==> config.mk <==
export PLATFORM = sky130hd
export DESIGN_NAME = hpp_selector
export DESIGN_NICKNAME = d
export VERILOG_FILES = /design/src/rtl/hpp_pkg.sv /design/src/rtl/hpp_cand_tree.sv /design/src/rtl/hpp_cpu_gate.sv /design/src/rtl/hpp_selector.sv
export SDC_FILE = /design/constraint.sdc
export NUM_CORES = 2
export LEC_CHECK = 0
export ABC_AREA = 1
export BUFFER_PORTS_ARGS = -buffer_cell sky130_fd_sc_hd__buf_2
export CAP_MARGIN = 20
export CORE_AREA = 2 2 324 326
export CTS_BUF_LIST = sky130_fd_sc_hd__clkbuf_8
export CTS_CLUSTER_SIZE = 24
export DETAILED_ROUTE_END_ITERATION = 8
export DIE_AREA = 0 0 326 328
export GPL_ROUTABILITY_DRIVEN = 0
export GPL_TIMING_DRIVEN = 0
export HOLD_SLACK_MARGIN = 0.12
export PLACE_DENSITY_LB_ADDON = 0.2
export RECOVER_POWER = 100
export SYNTH_ARGS = -nofsm -noshare
export SYNTH_HDL_FRONTEND = slang
export SYNTH_SLANG_ARGS = --single-unit
==> constraint.sdc <==
create_clock -name clk -period 0.85 [get_ports clk]
set_clock_uncertainty 0.2 [all_clocks]
set_input_delay 0.085 -clock clk [delete_from_list [all_inputs] [get_ports clk]]
set_output_delay 0.085 -clock clk [all_outputs]
set_load 0.005 [all_outputs]
==> src/rtl/hpp_pkg.sv <==
package hpp_pkg;
  localparam int PRIO_W = 8;
  localparam int ID_W   = 10;
  localparam int RUN_W  = PRIO_W + 1;
  localparam logic [ID_W-1:0]  NO_IRQ    = 10'd1023;
  localparam logic [RUN_W-1:0] IDLE_PRIO = 9'h100;

  typedef struct packed {
    logic [RUN_W-1:0] prio;
    logic [ID_W-1:0]  id;
  } cand_t;

  // Keep the lower-indexed side unless the upper side is strictly better.
  function automatic cand_t pick_better(cand_t lo_side, cand_t hi_side);
    return (hi_side.prio < lo_side.prio) ? hi_side : lo_side;
  endfunction

  function automatic logic beats(logic [RUN_W-1:0] p, logic [RUN_W-1:0] thr);
    return p < thr;
  endfunction
endpackage

==> src/rtl/hpp_cand_tree.sv <==
module hpp_cand_tree
  import hpp_pkg::*;
#(
  parameter int NUM_SRC = 64,
  parameter int NUM_CPU = 2,
  parameter int CPU_IDX = 0
) (
  input  logic [NUM_SRC-1:0]         src_en,
  input  logic [NUM_SRC-1:0]         src_pend,
  input  logic [NUM_SRC*PRIO_W-1:0]  src_prio,
  input  logic [NUM_SRC*NUM_CPU-1:0] src_cpu_mask,
  output cand_t                      best
);
  localparam int LEAVES = 1 << $clog2(NUM_SRC);
  localparam int NODES  = 2 * LEAVES - 1;

  cand_t node [NODES];

  // Leaves sit at heap positions LEAVES-1+i, so left subtrees hold lower IDs.
  for (genvar i = 0; i < LEAVES; i++) begin : g_leaf
    if (i < NUM_SRC) begin : g_real
      logic hit;
      assign hit = src_en[i] & src_pend[i] & src_cpu_mask[i*NUM_CPU+CPU_IDX];
      assign node[LEAVES-1+i] = hit ?
        cand_t'{prio: {1'b0, src_prio[i*PRIO_W +: PRIO_W]}, id: ID_W'(i)} :
        cand_t'{prio: IDLE_PRIO, id: NO_IRQ};
    end else begin : g_pad
      assign node[LEAVES-1+i] = cand_t'{prio: IDLE_PRIO, id: NO_IRQ};
    end
  end

  for (genvar k = 0; k < LEAVES - 1; k++) begin : g_node
    assign node[k] = pick_better(node[2*k+1], node[2*k+2]);
  end

  assign best = node[0];
endmodule

==> src/rtl/hpp_cpu_gate.sv <==
module hpp_cpu_gate
  import hpp_pkg::*;
(
  input  logic              clk,
  input  logic              rst_n,
  input  logic              dist_en,
  input  logic              cpu_en,
  input  cand_t             best,
  input  logic [PRIO_W-1:0] prio_mask,
  input  logic [RUN_W-1:0]  run_prio,
  output logic              publish,
  output logic              raise,
  output logic [ID_W-1:0]   pend_id,
  output logic              irq_req
);
  logic live;

  assign live    = dist_en & cpu_en;
  assign publish = live & beats(best.prio, {1'b0, prio_mask});
  assign raise   = publish & beats(best.prio, run_prio);

  always_ff @(posedge clk or negedge rst_n) begin
    if (!rst_n) begin
      pend_id <= NO_IRQ;
      irq_req <= 1'b0;
    end else begin
      pend_id <= publish ? best.id : NO_IRQ;
      irq_req <= raise;
    end
  end
endmodule

==> src/rtl/hpp_selector.sv <==
module hpp_selector
  import hpp_pkg::*;
#(
  parameter int NUM_SRC = 64,
  parameter int NUM_CPU = 2
) (
  input  logic                       clk,
  input  logic                       rst_n,
  input  logic                       dist_en,
  input  logic [NUM_CPU-1:0]         cpu_en,
  input  logic [NUM_SRC-1:0]         src_en,
  input  logic [NUM_SRC-1:0]         src_pend,
  input  logic [NUM_SRC*8-1:0]       src_prio,
  input  logic [NUM_SRC*NUM_CPU-1:0] src_cpu_mask,
  input  logic [NUM_CPU*8-1:0]       prio_mask,
  input  logic [NUM_CPU*9-1:0]       run_prio,
  output logic [NUM_CPU*10-1:0]      pend_id,
  output logic [NUM_CPU-1:0]         irq_req
);
  logic [NUM_CPU-1:0] cpu_publish;
  logic [NUM_CPU-1:0] cpu_raise;

  for (genvar c = 0; c < NUM_CPU; c++) begin : g_cpu
    cand_t best;

    hpp_cand_tree #(
      .NUM_SRC(NUM_SRC),
      .NUM_CPU(NUM_CPU),
      .CPU_IDX(c)
    ) u_tree (
      .src_en      (src_en),
      .src_pend    (src_pend),
      .src_prio    (src_prio),
      .src_cpu_mask(src_cpu_mask),
      .best        (best)
    );

    hpp_cpu_gate u_gate (
      .clk      (clk),
      .rst_n    (rst_n),
      .dist_en  (dist_en),
      .cpu_en   (cpu_en[c]),
      .best     (best),
      .prio_mask(prio_mask[c*PRIO_W +: PRIO_W]),
      .run_prio (run_prio[c*RUN_W +: RUN_W]),
      .publish  (cpu_publish[c]),
      .raise    (cpu_raise[c]),
      .pend_id  (pend_id[c*ID_W +: ID_W]),
      .irq_req  (irq_req[c])
    );
  end
endmodule

==> results.md <==
- Pre-CTS WS: -11.23 ns
- Unique masters post-synth: 56
- Slowest CP cell: a2111oi_4
- Fraction of final layout cells sized beyond drive strength 1: 0.330
- Slew Limit Fails: 0
- Initial DRC Count: ~5400
- Cells after Synth: about 8000
- Clk pin slew, worst setup/hold paths: 0.07 ns
- Commonest non-fill, non-tap cell in the layout: nand2_1
- Crit path arrival time: roughly 10 ns
- Pint: between 100 and 150 mW
- Fmax achieved: around 100 MHz
- Port bufs: 822
- Router iterations before antenna repair: 8
- Switching power: around 160 mW
- Startpoint types: input port
- Largest net degree at the start of global routing: 17
- Average wire per standard cell: between 15 and 20 µm
- Share of power burned in registers: 0.004
- Layout Cells excl Fill: approximately 11000
- Core Area: a little over 100000 µm²
- Syn Area/Cell: 5.34 µm²
- Status: finished, violations left
- P_leak: 33.5 nW
- Max Cap Viol: 0
- Setup ws final: -9.27 ns
- Clk network pwr share: 0.002
- Most frequent CP cell: buf_8
- Overall routing resource usage: 0.335
- Routed via count: ~63000
- Slowest stage delay, CP: around 0.41 ns
- Seq/Total Area, Yosys: 0.00953
- Total power: ~270 mW
- Setup tns final: -154.80 ns
- Crit-path max FO: 10
- Critical Path End Type: register
- Slew HR: 0.464
- Initial core utilization: 0.425
- DRC Markers: 1
- Post-synth ARST share: 1.00
- First-pass GRT wire length: 292000 µm
- RSZ-0062 raised after global routing: yes
- Fin crit share: 11.9
- Tmin final: slightly above 10 ns
- # IOs: ~830
- Initial antenna violation count: 51
- CTS tree: built
- Die X: 326 µm
- Total Wirelength: 201000 µm
- Site Rows: 118
- Min Hold Slack: -0.433 ns
- CTS sink cnt: 16
- Placed Instances: 10422
- GR Overflow Total: 0
- Comb power frac: 0.994
- Vias per cell: about 5.6
- Clk root buf: clkbuf_8
- Die height: between 300 and 400 µm
- Most frequent cells in the layout: 2496 x nand2_1, 860 x nor2_1, 838 x inv_1
- FF+latch count, synth: 16
- Syn nets: 9909
- Hpwl dp: between 150000 and 200000 µm
- Crit path kind: in2reg
- VDD IR max: ~5.5 mV
- Hold Violations, Final: 16
- Worst EP required: 0.84 ns
- CTS H-tree depth: 1
- Final setup fails: 38
- CTS Buf Count: 3
- Top FF cell, synth: dfstp_2
- Failing checks: design-rule violations, negative hold slack, negative setup slack
- Final Net Count: ~11000
- Synthesis-to-layout area growth: 46.8%
- Synth warnings: 0
- Longest Clk Path Bufs: 2
- PwrDens: around 4200 nW/µm²
- Net Sw Frac: 0.572
- Post-DRT Antenna Nets: 0
- Slew @ Worst Pin: 0.796 ns
- Hold Crit Class: in2async
- Area of the mapped netlist: around 44000 µm²
- DIE AREA: between 100000 and 150000 µm²
- Number of global-route vias before repair: ~57000
- Post-synth EDFFs: 0
[power groups by stage]
stage | combinational [mW] | clock [mW] | sequential (mW)
after detailed placement | 144 | 0 | 1.22
after CTS | 223 | 0.588 | 1.10
final | 269 | 0.597 | 1.11
after floorplan | 117 | 0 | 1.09
after global placement | 141 | 0 | 1.21
after global routing | 283 | 0.640 | 1.20
[final cells by class]
class                      count  area (µm²)
antenna                       33        82.6
timing repair buffer        1492        9750
sequential                    16         418
buffer                       161        1980
clock buffer                   3        41.3
tap                         1380        1730
timing repair inverter         4        21.3
fill                        9578       38800
multi-input combinational   7040       46300
inverter                    1010        4050
[per-stage QoR]
step	util	area [µm²]
final	0.624	64400
after global routing	0.623	64300
after CTS	0.565	58300
after detailed placement	0.493	50900
after global placement	0.493	50900
after floorplan	-	45100
[critical path, delay by kind of cell]
family	cells	cell delay, ns
AOI/OAI and AO/OA	20	3.53
and+or+nand+nor	23	3.03
adders and majority gates	7	1.81
buffers and inverters	13	1.61
[logic make-up after synthesis]
logic type / synth area share
AO/OA/AOI/OAI: 0.205
XOR/XNOR: 0.000200
adder cells (fa/ha/maj): 0.252
buffers and inverters: 0.103
flip-flops: 0.00953
multiplexers: 0.000485
AND/OR/NAND/NOR: 0.431
[worst paths after layout]
path / start / endpoint
worst max-delay path: src_cpu_mask[83] / g_cpu[1].u_gate.irq_req
min in group clk: prio_mask[8] / g_cpu[1].u_gate.pend_id[3]
max in group asynchronous: rst_n / g_cpu[0].u_gate.pend_id[3]
worst min-delay path: rst_n / g_cpu[1].u_gate.irq_req
[cell usage after synthesis, types with 8 or more instances]
cell type / n / area share
nand3_2: 44 / 0.010
inv_1: 956 / 0.082
nor2_1: 998 / 0.085
dfstp_2: 14 / 0.0084
o31ai_1: 9 / 0.0015
o211ai_1: 16 / 0.0027
o32ai_1: 8 / 0.0016
clkinv_1: 25 / 0.0021
a31oi_1: 18 / 0.0026
o221a_2: 9 / 0.0023
o22ai_1: 17 / 0.0024
nand2_4: 24 / 0.0062
nor3_1: 119 / 0.014
a2111oi_0: 8 / 0.0016
nand4_1: 129 / 0.018
o21bai_1: 27 / 0.0046
buf_2: 29 / 0.0033
ha_1: 882 / 0.25
buf_4: 10 / 0.0017
a211oi_1: 110 / 0.019
nor2_2: 8 / 0.0011
clkbuf_1: 120 / 0.010
a21oi_1: 390 / 0.045
nand2_1: 2645 / 0.23
nand2_2: 90 / 0.013
o21ai_0: 927 / 0.11
nand3b_1: 37 / 0.0063
o21ai_1: 63 / 0.0072
inv_2: 28 / 0.0024
nand3_1: 378 / 0.043
[flip-flops by register name, summed over array words and instances, names as in the netlist]
| signal | flops |
|---|---|
| g_cpu.u_gate.pend_id | 14 |
| g_cpu.u_gate.irq_req | 2 |
[per-layer routing]
| layer | vias to the layer above | GRT usage | part of all wire |
|---|---|---|---|
| met5 | - | 0 | 0.00092 |
| met4 | 28 | 0.163 | 0.061 |
| li1 | 30521 | - | - |
| met3 | 725 | 0.0500 | 0.079 |
| met2 | 2889 | 0.572 | 0.46 |
| met1 | 28613 | 0.410 | 0.40 |
[what timing repair did]
item,CTS,global route
gates resized for setup,1298,1114
hold endpoints to repair,16,16
gates cloned,31,16
buffers inserted,386,250
setup endpoints to repair,38,38
pin swaps,292,345
(Power assumes the default switching activity.)
